## config.mk

```make
export PLATFORM = sky130hd
export DESIGN_NAME = wr_status_poller
export DESIGN_NICKNAME = d
export VERILOG_FILES = /design/src/rtl/wsp_pkg.sv /design/src/rtl/wsp_judge.sv /design/src/rtl/wsp_cnt.sv /design/src/rtl/wr_status_poller.sv
export SDC_FILE = /design/constraint.sdc
export NUM_CORES = 1
export LEC_CHECK = 0
export BUFFER_PORTS_ARGS = -buffer_cell sky130_fd_sc_hd__buf_2
export CAP_MARGIN = 20
export CORE_MARGIN = 3
export CORE_UTILIZATION = 54
export CTS_CLUSTER_DIAMETER = 100
export DETAILED_ROUTE_END_ITERATION = 7
export HOLD_SLACK_MARGIN = 0.12
export PLACE_DENSITY = 0.89
export RECOVER_POWER = 100
export REMOVE_ABC_BUFFERS = 1
export SYNTH_ARGS = -nofsm -noshare
export SYNTH_HDL_FRONTEND = slang
export SYNTH_SLANG_ARGS = --single-unit
```

## constraint.sdc

```tcl
create_clock -name clk_i -period 3.2 [get_ports clk_i]
set_input_delay 0.64 -clock clk_i [delete_from_list [all_inputs] [get_ports clk_i]]
set_output_delay 0.64 -clock clk_i [all_outputs]
set_load 0.01 [all_outputs]
```

## src/rtl/wsp_pkg.sv

```systemverilog
package wsp_pkg;
  localparam int FLAG_BIT = 7;
  localparam int TGL_BIT  = 6;

  typedef enum logic [1:0] {
    ST_IDLE,
    ST_POLL,
    ST_GAP,
    ST_CONF
  } wsp_state_e;
endpackage

```

## src/rtl/wsp_judge.sv

```systemverilog
module wsp_judge
  import wsp_pkg::*;
#(
  parameter int DW = 16
) (
  input  logic [DW-1:0] rd_data_i,
  input  logic [DW-1:0] exp_data_i,
  input  logic          erase_i,
  input  logic          toggle_i,
  input  logic          prev_tgl_i,
  input  logic          prev_ok_i,
  output logic          hit_o,
  output logic          word_ok_o
);
  logic [DW-1:0] final_w;

  always_comb begin
    final_w   = erase_i ? '1 : exp_data_i;
    word_ok_o = (rd_data_i == final_w);
    if (toggle_i) hit_o = prev_ok_i && (rd_data_i[TGL_BIT] == prev_tgl_i);
    else          hit_o = (rd_data_i[FLAG_BIT] == final_w[FLAG_BIT]);
  end
endmodule

```

## src/rtl/wsp_cnt.sv

```systemverilog
module wsp_cnt #(
  parameter int W = 8
) (
  input  logic         clk_i,
  input  logic         rst_ni,
  input  logic         clr_i,
  input  logic         inc_i,
  output logic [W-1:0] q_o
);
  always_ff @(posedge clk_i or negedge rst_ni) begin
    if (!rst_ni)    q_o <= '0;
    else if (clr_i) q_o <= '0;
    else if (inc_i) q_o <= q_o + 1'b1;
  end

  a_r9_no_wrap: assert property (@(posedge clk_i) disable iff (!rst_ni)
    (inc_i && !clr_i) |-> (q_o != '1));
endmodule

```

## src/rtl/wr_status_poller.sv

```systemverilog
module wr_status_poller
  import wsp_pkg::*;
#(
  parameter int AW     = 20,
  parameter int DW     = 16,
  parameter int CW     = 16,
  parameter int SETTLE = 3
) (
  input  logic          clk_i,
  input  logic          rst_ni,
  input  logic          start_i,
  input  logic          op_erase_i,
  input  logic          use_toggle_i,
  input  logic [AW-1:0] addr_i,
  input  logic [DW-1:0] exp_data_i,
  input  logic [CW-1:0] max_polls_i,
  output logic          rd_req_o,
  output logic [AW-1:0] rd_addr_o,
  input  logic          rd_ack_i,
  input  logic [DW-1:0] rd_data_i,
  output logic          busy_o,
  output logic          done_o,
  output logic          err_o,
  output logic          err_timeout_o
);
  localparam int SW = (SETTLE > 0) ? $clog2(SETTLE + 1) : 1;
  localparam wsp_state_e AFTER_HIT = (SETTLE == 0) ? ST_CONF : ST_GAP;

  wsp_state_e    state_q;
  logic [AW-1:0] addr_q;
  logic [DW-1:0] exp_q;
  logic [CW-1:0] limit_q;
  logic          erase_q, tgl_q, prev_tgl_q, prev_ok_q, conf_idx_q;
  logic          done_q, err_q, err_to_q;

  logic          fire, hit, word_ok;
  logic [CW-1:0] poll_cnt;
  logic [SW-1:0] gap_cnt;
  logic [CW:0]   poll_next;
  logic          start_ok;

  assign rd_req_o      = (state_q == ST_POLL) || (state_q == ST_CONF);
  assign rd_addr_o     = addr_q;
  assign busy_o        = (state_q != ST_IDLE);
  assign done_o        = done_q;
  assign err_o         = err_q;
  assign err_timeout_o = err_to_q;
  assign fire          = rd_req_o && rd_ack_i;
  assign start_ok      = (state_q == ST_IDLE) && start_i;
  assign poll_next     = {1'b0, poll_cnt} + 1'b1;

  wsp_judge #(.DW(DW)) u_judge (
    .rd_data_i  (rd_data_i),
    .exp_data_i (exp_q),
    .erase_i    (erase_q),
    .toggle_i   (tgl_q),
    .prev_tgl_i (prev_tgl_q),
    .prev_ok_i  (prev_ok_q),
    .hit_o      (hit),
    .word_ok_o  (word_ok)
  );

  wsp_cnt #(.W(CW)) u_poll_cnt (
    .clk_i  (clk_i),
    .rst_ni (rst_ni),
    .clr_i  (start_ok),
    .inc_i  ((state_q == ST_POLL) && fire && !hit),
    .q_o    (poll_cnt)
  );

  wsp_cnt #(.W(SW)) u_gap_cnt (
    .clk_i  (clk_i),
    .rst_ni (rst_ni),
    .clr_i  (state_q != ST_GAP),
    .inc_i  (state_q == ST_GAP),
    .q_o    (gap_cnt)
  );

  always_ff @(posedge clk_i or negedge rst_ni) begin
    if (!rst_ni) begin
      state_q    <= ST_IDLE;
      addr_q     <= '0;
      exp_q      <= '0;
      limit_q    <= '0;
      erase_q    <= 1'b0;
      tgl_q      <= 1'b0;
      prev_tgl_q <= 1'b0;
      prev_ok_q  <= 1'b0;
      conf_idx_q <= 1'b0;
      done_q     <= 1'b0;
      err_q      <= 1'b0;
      err_to_q   <= 1'b0;
    end else begin
      done_q <= 1'b0;
      err_q  <= 1'b0;
      unique case (state_q)
        ST_IDLE: begin
          if (start_i) begin
            addr_q    <= addr_i;
            exp_q     <= exp_data_i;
            erase_q   <= op_erase_i;
            tgl_q     <= use_toggle_i;
            limit_q   <= (max_polls_i == '0) ? CW'(1) : max_polls_i;
            prev_ok_q <= 1'b0;
            err_to_q  <= 1'b0;
            state_q   <= ST_POLL;
          end
        end
        ST_POLL: begin
          if (fire) begin
            prev_tgl_q <= rd_data_i[TGL_BIT];
            prev_ok_q  <= 1'b1;
            if (hit) begin
              conf_idx_q <= 1'b0;
              state_q    <= AFTER_HIT;
            end else if (poll_next >= {1'b0, limit_q}) begin
              err_q    <= 1'b1;
              err_to_q <= 1'b1;
              state_q  <= ST_IDLE;
            end
          end
        end
        ST_GAP: begin
          if (gap_cnt == SW'(SETTLE - 1)) state_q <= ST_CONF;
        end
        ST_CONF: begin
          if (fire) begin
            if (!word_ok) begin
              err_q    <= 1'b1;
              err_to_q <= 1'b0;
              state_q  <= ST_IDLE;
            end else if (conf_idx_q) begin
              done_q  <= 1'b1;
              state_q <= ST_IDLE;
            end else begin
              conf_idx_q <= 1'b1;
              state_q    <= AFTER_HIT;
            end
          end
        end
        default: state_q <= ST_IDLE;
      endcase
    end
  end

  a_r10_excl: assert property (@(posedge clk_i) disable iff (!rst_ni)
    !(done_o && err_o));
  a_r10_done_pulse: assert property (@(posedge clk_i) disable iff (!rst_ni)
    done_o |=> !done_o);
  a_r10_err_pulse: assert property (@(posedge clk_i) disable iff (!rst_ni)
    err_o |=> !err_o);
  a_r10_after_ack: assert property (@(posedge clk_i) disable iff (!rst_ni)
    (done_o || err_o) |-> ($past(rd_ack_i) && !busy_o));
  a_r7_req_hold: assert property (@(posedge clk_i) disable iff (!rst_ni)
    (rd_req_o && !rd_ack_i) |=> rd_req_o);
  a_r2_addr_stable: assert property (@(posedge clk_i) disable iff (!rst_ni)
    (busy_o && $past(busy_o)) |-> $stable(rd_addr_o));
  a_r9_budget: assert property (@(posedge clk_i) disable iff (!rst_ni)
    (state_q == ST_POLL) |-> (poll_cnt < limit_q));
endmodule

```

==> flow_metrics.env <==
export IMPL_status="finished, violations left"
export IMPL_violations="capacitance limit, slew limit"
export IMPL_syn_to_final_growth_pct=19.33
export IMPL_drc=0
export IMPL_clkLatencyLatePin_ps=350
export IMPL_cts_buffers_inserted=9
export IMPL_nFillCells=631
export IMPL_die_area_um2=8808
export IMPL_max_freq_ghz=0.3319
export IMPL_max_cap_violations=1
export IMPL_netlist_instances=487
export IMPL_io_buffers=98
export IMPL_max_stage_delay_ps=420
export IMPL_synth_area_um2=4168
export IMPL_drt_total_wl_mm=9.528
export IMPL_hpwl_mm=6.934
export IMPL_worst_slew_pin_slew_ps=2187
export IMPL_mostFrequentLayoutCell="nand2_1"
export IMPL_path_clk_slew_ps=80
export IMPL_vdd_drop_max_mv=0.4076
export IMPL_cp_cell_sequence="nand4_1, buf_4, nor4_4, nand3_1, xnor2_1, ha_1, a21o_1, a221oi_1, o211ai_1, nor4_2, a2bb2oi_1"
export IMPL_hold_path_class="reg2reg"
export IMPL_end_kind="register"
export IMPL_cts_tree="done"
export IMPL_grt_start_max_net_pins=81
export IMPL_die_h_um=93.85
export IMPL_synth_edf_count=0
export IMPL_synth_seq_area_share=0.4803
export IMPL_grt_ovfl_total=0
export IMPL_ys_types=43
export IMPL_hold_viol_final=0
export IMPL_min_from="u_gap_cnt.q_o[0]$_DFF_PN0_"
export IMPL_avgViaCountPerCell=5.306
export IMPL_vias=3629
export IMPL_firstDrtPassIters=5
export IMPL_async_flop_share=1.000
export IMPL_multi_input_area_um2=1997
export IMPL_rows=31
export IMPL_crit_fanout=5
export IMPL_r2r_start="u_poll_cnt.q_o[5]$_DFFE_PN0P_"
export IMPL_seq_area_um2=2003
export IMPL_n_antenna_cell=0
export IMPL_avgSynthCellArea_um2=8.558
export IMPL_die_x_um=93.85
export IMPL_ys_ff_latch=80
export IMPL_clockBufferDepth=2
export IMPL_grt_usage=0.2296
export IMPL_drt_iter0_drc=193
export IMPL_drive_above_1_share=0.1761
export IMPL_antenna_found_initial=0
export IMPL_powerDensity_nw_per_um2=754.9
export IMPL_finalSetupTns_ps=0
export IMPL_dominantRegCellSynth="dfrtp_1"
export IMPL_cts_sinks=80
export IMPL_htreeDepth=3
export IMPL_crit_required_ps=3480
export IMPL_clock_skew_ps=10.74
export IMPL_crit_path_start_kind="register"
export IMPL_p_leak_nw=2.515
export IMPL_gp_congestion=0.8954
export IMPL_fin_nets=673
export IMPL_finalCritPeriodShare=0.9414
export IMPL_grt_pass1_vias=3524
export IMPL_cts_root_buf="clkbuf_8"
export IMPL_rsz0062_at_grt="no"
export IMPL_synth_warnings=0
export IMPL_grt_first_pass_wirelength_mm=16.02
export IMPL_dpl_cell_count=666
export IMPL_ant_nets=0
export IMPL_final_cells=684
export IMPL_worstSetupStartpoint="u_poll_cnt.q_o[5]$_DFFE_PN0P_"
export IMPL_hold_buffers=0
export IMPL_wl_per_cell_um=13.93
export IMPL_min_period_ps=3013
export IMPL_io_pins=99
export IMPL_slew_headroom=-0.4581
export IMPL_setup_viol=0
export IMPL_final_cell_mix="nand2_1, dfrtp_1, buf_2"
export IMPL_crit_type="reg2reg"
export IMPL_crit_arrival_ps=3290
export IMPL_maxSlewViolCount=41
export IMPL_core_area_um2=7370
export IMPL_start_util=0.5655
export IMPL_cpMaxStageDelayCell="dfrtp_1"
export IMPL_fin_total_pwr_w=0.003754
final cells by class:
| class | instances | share of cell area |
|---|---|---|
| multi-input combinational | 351 | 0.4015 |
| sequential | 80 | 0.4028 |
| tap | 99 | 0.02491 |
| inverter | 34 | 0.02566 |
| timing repair buffer | 105 | 0.1047 |
| clock inverter | 4 | 0.01409 |
| clock buffer | 11 | 0.02642 |
power by group:
part / internal (W) / leakage, nW / total, W / switching (W)
sequential: 0.00139 / 1.02 / 0.00165 / 0.000264
clock: 0.000433 / 0.103 / 0.000790 / 0.000356
combinational: 0.000505 / 1.39 / 0.00131 / 0.000810
synth_stat cells (2+ instances only):
library cell / n / area share
a2111oi_0: 2 / 0.0042
a211oi_1: 5 / 0.0090
a21o_1: 2 / 0.0036
a21oi_1: 15 / 0.018
a221oi_1: 2 / 0.0042
a41oi_1: 2 / 0.0042
and3_1: 3 / 0.0045
buf_1: 3 / 0.0027
clkbuf_1: 18 / 0.016
dfrtp_1: 80 / 0.48
ha_1: 18 / 0.054
inv_1: 34 / 0.031
nand2_1: 139 / 0.13
nand2b_1: 11 / 0.017
nand3_1: 20 / 0.024
nand4_1: 3 / 0.0045
nor2_1: 16 / 0.014
nor2b_1: 13 / 0.020
nor3_1: 3 / 0.0036
nor4_1: 8 / 0.012
o211ai_1: 3 / 0.0054
o21ai_0: 40 / 0.048
o22ai_1: 3 / 0.0045
o31ai_1: 4 / 0.0072
or2_2: 2 / 0.0030
or3_1: 5 / 0.0075
xnor2_1: 10 / 0.021
xor2_1: 8 / 0.017
kinds of logic (layout without fill, tap and decap cells):
| kind of cell | after synthesis | in the layout | share of synthesized area |
|---|---|---|---|
| AOI/OAI and AO/OA | 87 | 87 | 0.1303 |
| xor gates and xnor gates | 18 | 18 | 0.03783 |
| adders and majority gates | 18 | 18 | 0.05404 |
| buffers and inverters | 56 | 154 | 0.05073 |
| DFF | 80 | 80 | 0.4803 |
| muxes | 1 | 1 | 0.002702 |
| and+or+nand+nor | 227 | 227 | 0.2441 |
final timing paths:
path,slack (ps),endpoint,cells after the start
worst max register to register,190,state_q[0]$_DFFE_PN0P_,11
min in group asynchronous,920,limit_q[11]$_DFFE_PN0P_,1
worst min register to register,430,u_gap_cnt.q_o[0]$_DFF_PN0_,1
worst min-delay path,430,u_gap_cnt.q_o[0]$_DFF_PN0_,1
max in group asynchronous,1030,u_poll_cnt.q_o[11]$_DFFE_PN0P_,1
worst max-delay path,190,state_q[0]$_DFFE_PN0P_,11
metrics by stage:
stage	setup slack, ps	hold WS (ps)	area [µm²]	util
after global placement	331.9	412.2	4738	0.6430
after CTS	96.12	435.6	4940	0.6703
after detailed placement	110.6	426.2	4738	0.6430
after global routing	12.80	464.0	4974	0.6749
after floorplan	-327.4	344.4	4084	-
final	187.4	429.3	4974	0.6749
state kept, by name (all words and copies together) (netlist names):
signal / cells
state_q: 2
exp_q: 16
tgl_q: 1
done_o: 1
err_timeout_o: 1
prev_ok_q: 1
erase_q: 1
u_poll_cnt.q_o: 16
limit_q: 16
u_gap_cnt.q_o: 2
err_o: 1
prev_tgl_q: 1
rd_addr_o: 20
conf_idx_q: 1
critical path, delay by kind of cell (launching register included):
kind,cells,cell delay (ps)
xor+xnor,1,150
compound gates,4,930
buf+inv,1,200
fa+ha+maj,1,290
simple gates,4,940
flops,1,420
per-layer routing:
layer	track usage	vias to the layer above	wire [µm]
met3	0.04407	12	460
met5	0	-	0
met2	0.3767	94	4750
li1	-	1817	-
met1	0.3045	1706	4174
met4	0.08063	0	142
timing repair:
item | 4_1_cts | 5_1_grt
setup buffers | 0 | 2
resized for setup | 0 | 7
setup endpoints to repair | 0 | 3
Note: power is estimated with default switching activity, not from simulation.
